## src/rtl/uart_rx_pkg.sv

```systemverilog
package uart_rx_pkg;
  typedef enum logic [2:0] {
    RX_IDLE, RX_START, RX_DATA, RX_PAR, RX_STOP
  } rx_state_e;

  function automatic int frame_bits(input logic [1:0] sel);
    case (sel)
      2'd0:    return 7;
      2'd1:    return 8;
      default: return 9;
    endcase
  endfunction
endpackage

```

## src/rtl/uart_rx_sync.sv

```systemverilog
module uart_rx_sync #(
  parameter int STAGES = 2
) (
  input  logic clk_i,
  input  logic rst_ni,
  input  logic d_i,
  output logic q_o
);
  logic [STAGES-1:0] pipe_q;

  always_ff @(posedge clk_i or negedge rst_ni)
    if (!rst_ni) pipe_q <= '1;
    else         pipe_q <= {pipe_q[STAGES-2:0], d_i};

  assign q_o = pipe_q[STAGES-1];
endmodule

```

## src/rtl/uart_rx_frame.sv

```systemverilog
module uart_rx_frame
  import uart_rx_pkg::*;
#(
  parameter int OSR = 16,
  parameter int W   = 9,
  localparam int CW = $clog2(OSR),
  localparam int IW = $clog2(W + 1)
) (
  input  logic          clk_i,
  input  logic          rst_ni,
  input  logic          en_i,
  input  logic          tick_i,
  input  logic          rx_i,
  input  logic [IW-1:0] nbits_i,
  input  logic          par_en_i,
  input  logic          par_odd_i,
  output logic          done_o,
  output logic [W-1:0]  data_o,
  output logic          ferr_o,
  output logic          perr_o
);
  localparam logic [CW-1:0] LAST = CW'(OSR - 1);
  localparam logic [CW-1:0] MID  = CW'(OSR / 2 - 1);

  rx_state_e     st_q;
  logic [CW-1:0] cnt_q;
  logic [IW-1:0] idx_q;
  logic [W-1:0]  sh_q;
  logic          par_q, done_q, ferr_q, perr_q;

  always_ff @(posedge clk_i or negedge rst_ni) begin
    if (!rst_ni) begin
      st_q   <= RX_IDLE;
      cnt_q  <= '0;
      idx_q  <= '0;
      sh_q   <= '0;
      par_q  <= 1'b0;
      done_q <= 1'b0;
      ferr_q <= 1'b0;
      perr_q <= 1'b0;
    end else begin
      done_q <= 1'b0;
      if (!en_i) begin
        st_q <= RX_IDLE;
      end else if (tick_i) begin
        case (st_q)
          RX_IDLE: if (!rx_i) begin
            st_q  <= RX_START;
            cnt_q <= '0;
          end
          RX_START: begin
            if (cnt_q == MID) begin
              // midpoint still low: real start bit
              st_q   <= rx_i ? RX_IDLE : RX_DATA;
              cnt_q  <= '0;
              idx_q  <= '0;
              sh_q   <= '0;
              par_q  <= 1'b0;
              perr_q <= 1'b0;
            end else cnt_q <= cnt_q + 1'b1;
          end
          RX_DATA: begin
            if (cnt_q == LAST) begin
              cnt_q       <= '0;
              sh_q[idx_q] <= rx_i;
              par_q       <= par_q ^ rx_i;
              if (idx_q == nbits_i - IW'(1)) st_q <= par_en_i ? RX_PAR : RX_STOP;
              else                            idx_q <= idx_q + 1'b1;
            end else cnt_q <= cnt_q + 1'b1;
          end
          RX_PAR: begin
            if (cnt_q == LAST) begin
              cnt_q  <= '0;
              perr_q <= par_q ^ rx_i ^ par_odd_i;
              st_q   <= RX_STOP;
            end else cnt_q <= cnt_q + 1'b1;
          end
          RX_STOP: begin
            if (cnt_q == LAST) begin
              cnt_q  <= '0;
              ferr_q <= !rx_i;
              done_q <= 1'b1;
              st_q   <= RX_IDLE;
            end else cnt_q <= cnt_q + 1'b1;
          end
          default: st_q <= RX_IDLE;
        endcase
      end
    end
  end

  assign done_o = done_q;
  assign data_o = sh_q;
  assign ferr_o = ferr_q;
  assign perr_o = perr_q;
endmodule

```

## src/rtl/uart_rx_status.sv

```systemverilog
module uart_rx_status #(
  parameter int W = 9
) (
  input  logic         clk_i,
  input  logic         rst_ni,
  input  logic         done_i,
  input  logic [W-1:0] data_i,
  input  logic         top_i,
  input  logic         ferr_i,
  input  logic         perr_i,
  input  logic         sleep_i,
  input  logic         err_only_i,
  input  logic         rd_i,
  input  logic         re_wr_i,
  input  logic         re_wdata_i,
  output logic [W-1:0] rbuf_o,
  output logic         re_o,
  output logic         ri_o,
  output logic         oer_o,
  output logic         fer_o,
  output logic         per_o,
  output logic         sum_o,
  output logic         irq_o
);
  logic [W-1:0] rbuf_q;
  logic re_q, ri_q, oer_q, fer_q, per_q, sum_q, irq_q;
  logic accept;

  // sleep filter: only frames with top data bit set pass
  assign accept = done_i && re_q && (!sleep_i || top_i);

  always_ff @(posedge clk_i or negedge rst_ni) begin
    if (!rst_ni) begin
      rbuf_q <= '0;
      re_q   <= 1'b0;
      ri_q   <= 1'b0;
      oer_q  <= 1'b0;
      fer_q  <= 1'b0;
      per_q  <= 1'b0;
      sum_q  <= 1'b0;
      irq_q  <= 1'b0;
    end else begin
      irq_q <= 1'b0;
      if (re_wr_i) begin
        re_q <= re_wdata_i;
        if (!re_wdata_i) begin
          oer_q <= 1'b0;
          fer_q <= 1'b0;
          per_q <= 1'b0;
          sum_q <= 1'b0;
        end
      end
      if (rd_i) begin
        ri_q  <= 1'b0;
        fer_q <= 1'b0;
        per_q <= 1'b0;
        sum_q <= 1'b0;
      end
      if (accept) begin
        if (ri_q && !rd_i) begin
          oer_q <= 1'b1;
          sum_q <= 1'b1;
          irq_q <= err_only_i;
        end else begin
          rbuf_q <= data_i;
          ri_q   <= 1'b1;
          fer_q  <= ferr_i;
          per_q  <= perr_i;
          sum_q  <= ferr_i | perr_i;
          irq_q  <= !err_only_i | ferr_i | perr_i;
        end
      end
    end
  end

  assign rbuf_o = rbuf_q;
  assign re_o   = re_q;
  assign ri_o   = ri_q;
  assign oer_o  = oer_q;
  assign fer_o  = fer_q;
  assign per_o  = per_q;
  assign sum_o  = sum_q;
  assign irq_o  = irq_q;
endmodule

```

## src/rtl/uart_sleep_rx.sv

```systemverilog
module uart_sleep_rx #(
  parameter int OSR = 16,
  parameter int W   = 9
) (
  input  logic         clk_i,
  input  logic         rst_ni,
  input  logic         baud_tick_i,
  input  logic         rx_i,
  input  logic [1:0]   len_sel_i,
  input  logic         par_en_i,
  input  logic         par_odd_i,
  input  logic         sleep_i,
  input  logic         irq_err_only_i,
  input  logic         rbuf_rd_i,
  input  logic         re_wr_i,
  input  logic         re_wdata_i,
  output logic [W-1:0] rbuf_o,
  output logic         re_o,
  output logic         ri_o,
  output logic         oer_o,
  output logic         fer_o,
  output logic         per_o,
  output logic         sum_o,
  output logic         irq_o
);
  localparam int IW = $clog2(W + 1);

  logic          rx_s;
  logic [IW-1:0] nbits;
  logic [IW-1:0] top_idx;
  logic          frm_done, frm_ferr, frm_perr, frm_top;
  logic [W-1:0]  frm_data;

  assign nbits   = IW'(uart_rx_pkg::frame_bits(len_sel_i));
  assign top_idx = nbits - IW'(1);
  assign frm_top = frm_data[top_idx];

  uart_rx_sync #(.STAGES(2)) u_sync (
    .clk_i (clk_i),
    .rst_ni(rst_ni),
    .d_i   (rx_i),
    .q_o   (rx_s)
  );

  uart_rx_frame #(.OSR(OSR), .W(W)) u_frame (
    .clk_i    (clk_i),
    .rst_ni   (rst_ni),
    .en_i     (re_o),
    .tick_i   (baud_tick_i),
    .rx_i     (rx_s),
    .nbits_i  (nbits),
    .par_en_i (par_en_i),
    .par_odd_i(par_odd_i),
    .done_o   (frm_done),
    .data_o   (frm_data),
    .ferr_o   (frm_ferr),
    .perr_o   (frm_perr)
  );

  uart_rx_status #(.W(W)) u_status (
    .clk_i     (clk_i),
    .rst_ni    (rst_ni),
    .done_i    (frm_done),
    .data_i    (frm_data),
    .top_i     (frm_top),
    .ferr_i    (frm_ferr),
    .perr_i    (frm_perr),
    .sleep_i   (sleep_i),
    .err_only_i(irq_err_only_i),
    .rd_i      (rbuf_rd_i),
    .re_wr_i   (re_wr_i),
    .re_wdata_i(re_wdata_i),
    .rbuf_o    (rbuf_o),
    .re_o      (re_o),
    .ri_o      (ri_o),
    .oer_o     (oer_o),
    .fer_o     (fer_o),
    .per_o     (per_o),
    .sum_o     (sum_o),
    .irq_o     (irq_o)
  );
endmodule

```

## config.mk

```make
export PLATFORM = sky130hd
export DESIGN_NAME = uart_sleep_rx
export DESIGN_NICKNAME = d
export VERILOG_FILES = /design/src/rtl/uart_rx_pkg.sv /design/src/rtl/uart_rx_sync.sv /design/src/rtl/uart_rx_frame.sv /design/src/rtl/uart_rx_status.sv /design/src/rtl/uart_sleep_rx.sv
export SDC_FILE = /design/constraint.sdc
export NUM_CORES = 1
export LEC_CHECK = 0
export BUFFER_PORTS_ARGS = -buffer_cell sky130_fd_sc_hd__buf_2
export CELL_PAD_IN_SITES_DETAIL_PLACEMENT = 1
export CELL_PAD_IN_SITES_GLOBAL_PLACEMENT = 1
export CORE_UTILIZATION = 40
export CTS_CLUSTER_SIZE = 30
export DETAILED_ROUTE_END_ITERATION = 16
export PLACE_DENSITY_LB_ADDON = 0.1
export SYNTH_ARGS = -nofsm -noshare
export SYNTH_HDL_FRONTEND = slang
export SYNTH_SLANG_ARGS = --single-unit
```

## constraint.sdc

```tcl
create_clock -name clk_i -period 2.9 [get_ports clk_i]
set_clock_uncertainty 0.1 [all_clocks]
set_input_delay 0.29 -clock clk_i [delete_from_list [all_inputs] [get_ports clk_i]]
set_output_delay 0.29 -clock clk_i [all_outputs]
set_load 0.01 [all_outputs]
```

==> flow_summary_export.csv <==
group,metric,value,unit
place,place.gp.congestion,0.812,
setup_path,critPathBufInv,1,
detailed_routing,finalWirelength,5110,µm
yosys,seq_area_frac_synth,0.467,
setup_path,path_delay_family,"simple AND/OR/NAND/NOR gates",
finish,final_cell_mix,"40 x dfrtp_1, 36 x nand2_1, 28 x buf_2",
hold_path,hp-class,"in2async",
yosys,yosysWarnings,0,
clock_network,clk_pin_slew,80,ps
finish,final_common_cell,"dfrtp_1",
finish,final_nets,276,
clock_network,cts_resized,0,
clock_network,cts_max_path_buffers,2,
grt,grt_start_max_net_pins,43,
detailed_routing,avgViaCountPerCell,5.44,
finish,drive_gt1_frac,0.194,
setup_path,crit_required,2990,ps
sta,fin_crit,2420,ps
detailed_routing,drc,0,
setup_path,crit_arrival,2510,ps
die,rows,26,
clock_network,postCtsHoldBufs,1,
sta,setup_viol,0,
die,start_util,0.428,
sta,report.final.slew_viol_count,0,
setup_path,start_kind,"input pin",
grt,grt.overflow.total,0,
detailed_routing,vias,1784,
grt,grt_use_met1,0.262,
sta,max_freq,413,MHz
power,p_leak,1.28,nW
sta,hold_viol,0,
yosys,synth_edf_count,0,
setup_path,cp-end-kind,"register",
place,io_buffer_count,28,
clock_network,cts_tree,"built",
grt,grt_pass1_wl,9010,µm
sta,holdWs,47.6,ps
setup_path,crit_slowest_cell,"nand2b_1",
yosys,synthCells,230,
yosys,ys.flop_type,"dfrtp_1",
die,dieArea,5950,µm²
setup_path,cp_common_cell,"nand2b_1",
sta,slew_headroom,0.359,
yosys,synth_seq_cells,42,
clock_network,ctsRootBufferMaster,"clkbuf_8",
job,maxCapViolations,0,
sta,tightest_slew,961,ps
die,dieWidth,77.1,µm
power,powerDensity,468,nW/µm²
place,hpwlAfterDp,3670,µm
die,core,5270,µm²
grt,busiest_layer,"met2",
die,ios,29,
grt,grt_pass1_vias,1756,
setup_path,path_class,"in2reg",
setup_path,max_stage_delay,460,ps
finish,nFillCells,641,
grt,use_met3,0.0393,
sta,finalCritPeriodShare,0.835,
clock_network,clkSinkCount,42,
grt,grt_use_total,0.192,
detailed_routing,wl_per_cell,15.6,µm
yosys,syn_nets,249,
sta,grt_setup_unrepaired,"false",
sta,fin_tns_setup,0,ps
setup_path,cp_cell_sequence,"buf_2 > nand2b_1 > ha_1 > mux2i_1 > o22ai_1 > o2111ai_2 > nand2b_1 > mux2_2",
yosys,yosys-top-cells-area,"dfrtp_1 44%, nand2_1 6.0%, mux2i_1 4.9%",
yosys,synth.largest_area_cell,"dfrtp_1",
outcome,status,"complete, no violations",
grt,antenna_found_initial,0,
yosys,async_flop_share,1.00,
power,ir_worst_vdd,0.296,mV
power,finalPower,1.20,mW
setup_path,cp_max_fo,10,
detailed_routing,dr.pass1.iters,4,
yosys,synth_top_area_share,0.443,
finish,syn_to_final_growth,13.5,%
detailed_routing,postRouteAntennaNets,0,
yosys,syn_area,2260,µm²
clock_network,htreeDepth,2,
detailed_routing,drt_iter0_markers,83,
grt,met2_usage,0.312,
clock_network,clkLatencyLatePin,290,ps
clock_network,numCtsBuffers,5,
clock_network,post_cts_buffers,0,
yosys,syn_area_per_cell,9.81,µm²
die,die_y,77.1,µm
finish,antennaDiodeCount,0,
yosys,yosysUniqueCellTypes,49,
[layout make-up]
class                           instances  area [µm²]  share of cell area
Sequential cell                        42        1050               0.411
Inverter                               13        48.8              0.0191
Clock inverter                          3        40.0              0.0156
Tap cell                               70        87.6              0.0342
Timing Repair Buffer                   32         173              0.0674
Clock buffer                            5        68.8              0.0269
Multi-Input combinational cell        163        1090               0.426
[flip-flops by register name, summed over array words and instances (netlist names)]
signal           count
u_frame.cnt_q        4
u_frame.data_o       9
u_frame.done_o       1
u_frame.ferr_o       1
u_frame.idx_q        4
u_frame.par_q        1
u_frame.perr_o       1
u_frame.st_q         3
u_status.fer_o       1
u_status.irq_o       1
u_status.oer_o       1
u_status.per_o       1
u_status.rbuf_o      9
u_status.re_o        1
u_status.ri_o        1
u_status.sum_o       1
u_sync.pipe_q        2
[metal layers]
| layer | vias up | wire length, µm |
|---|---|---|
| met5 | - | 0 |
| met4 | 0 | 46 |
| met3 | 4 | 183 |
| met2 | 31 | 2410 |
| met1 | 886 | 2470 |
| li1 | 863 | - |
[metrics by stage]
step | instance area, µm² | instances | worst slack [ps] | utilization
after floorplan | 2260 | 230 | 597 | -
after global placement | 2440 | 319 | 274 | 0.463
after detailed placement | 2440 | 319 | 148 | 0.463
after CTS | 2560 | 328 | 462 | 0.486
after global routing | 2560 | 328 | 232 | 0.486
final | 2560 | 328 | 479 | 0.486
[cell families (layout without fill, tap and decap cells)]
kind of cell | count (synthesis) | after routing | share of synthesized area
XOR/XNOR | 7 | 7 | 0.0272
AND/OR/NAND/NOR | 76 | 76 | 0.172
AO/OA/AOI/OAI | 53 | 53 | 0.151
buffers and inverters | 25 | 53 | 0.0504
flip-flops | 42 | 42 | 0.467
adder cells (fa/ha/maj) | 6 | 6 | 0.0333
multiplexers | 21 | 21 | 0.0987
[cell usage after synthesis (all sizes together), types with 2 or more instances]
cell / n
dfrtp: 40
nand2: 36
o21ai: 20
inv: 13
mux2i: 11
mux2: 10
a21oi: 9
nor2: 8
nand2b: 7
nand3: 7
buf: 6
clkbuf: 6
ha: 6
nor3: 5
xnor2: 5
o2111ai: 4
o22ai: 3
o31ai: 3
a211oi: 2
a22o: 2
a31o: 2
a31oi: 2
dfstp: 2
nand3b: 2
xor2: 2
[power breakdown]
part           switching (mW)  internal, mW
clock network           0.204         0.254
registers              0.0229         0.599
logic                  0.0700        0.0506
[path summary, 6_finish.rpt]
| check | end | start | cells after the start | slack, ps |
|---|---|---|---|---|
| max in group asynchronous | u_frame.idx_q[3] | rst_ni | 1 | 2060 |
| hold reg to reg | u_sync.pipe_q[1] | u_sync.pipe_q[0] | 0 | 260 |
| hold / removal | u_status.rbuf_o[1] | rst_ni | 1 | 50 |
| min in group clk_i | u_status.irq_o | irq_err_only_i | 2 | 80 |
| setup reg to reg | u_frame.idx_q[0] | u_frame.cnt_q[0] | 6 | 650 |
| setup / recovery | u_status.rbuf_o[3] | len_sel_i[1] | 8 | 480 |
Power figures use the tool's default switching activity.
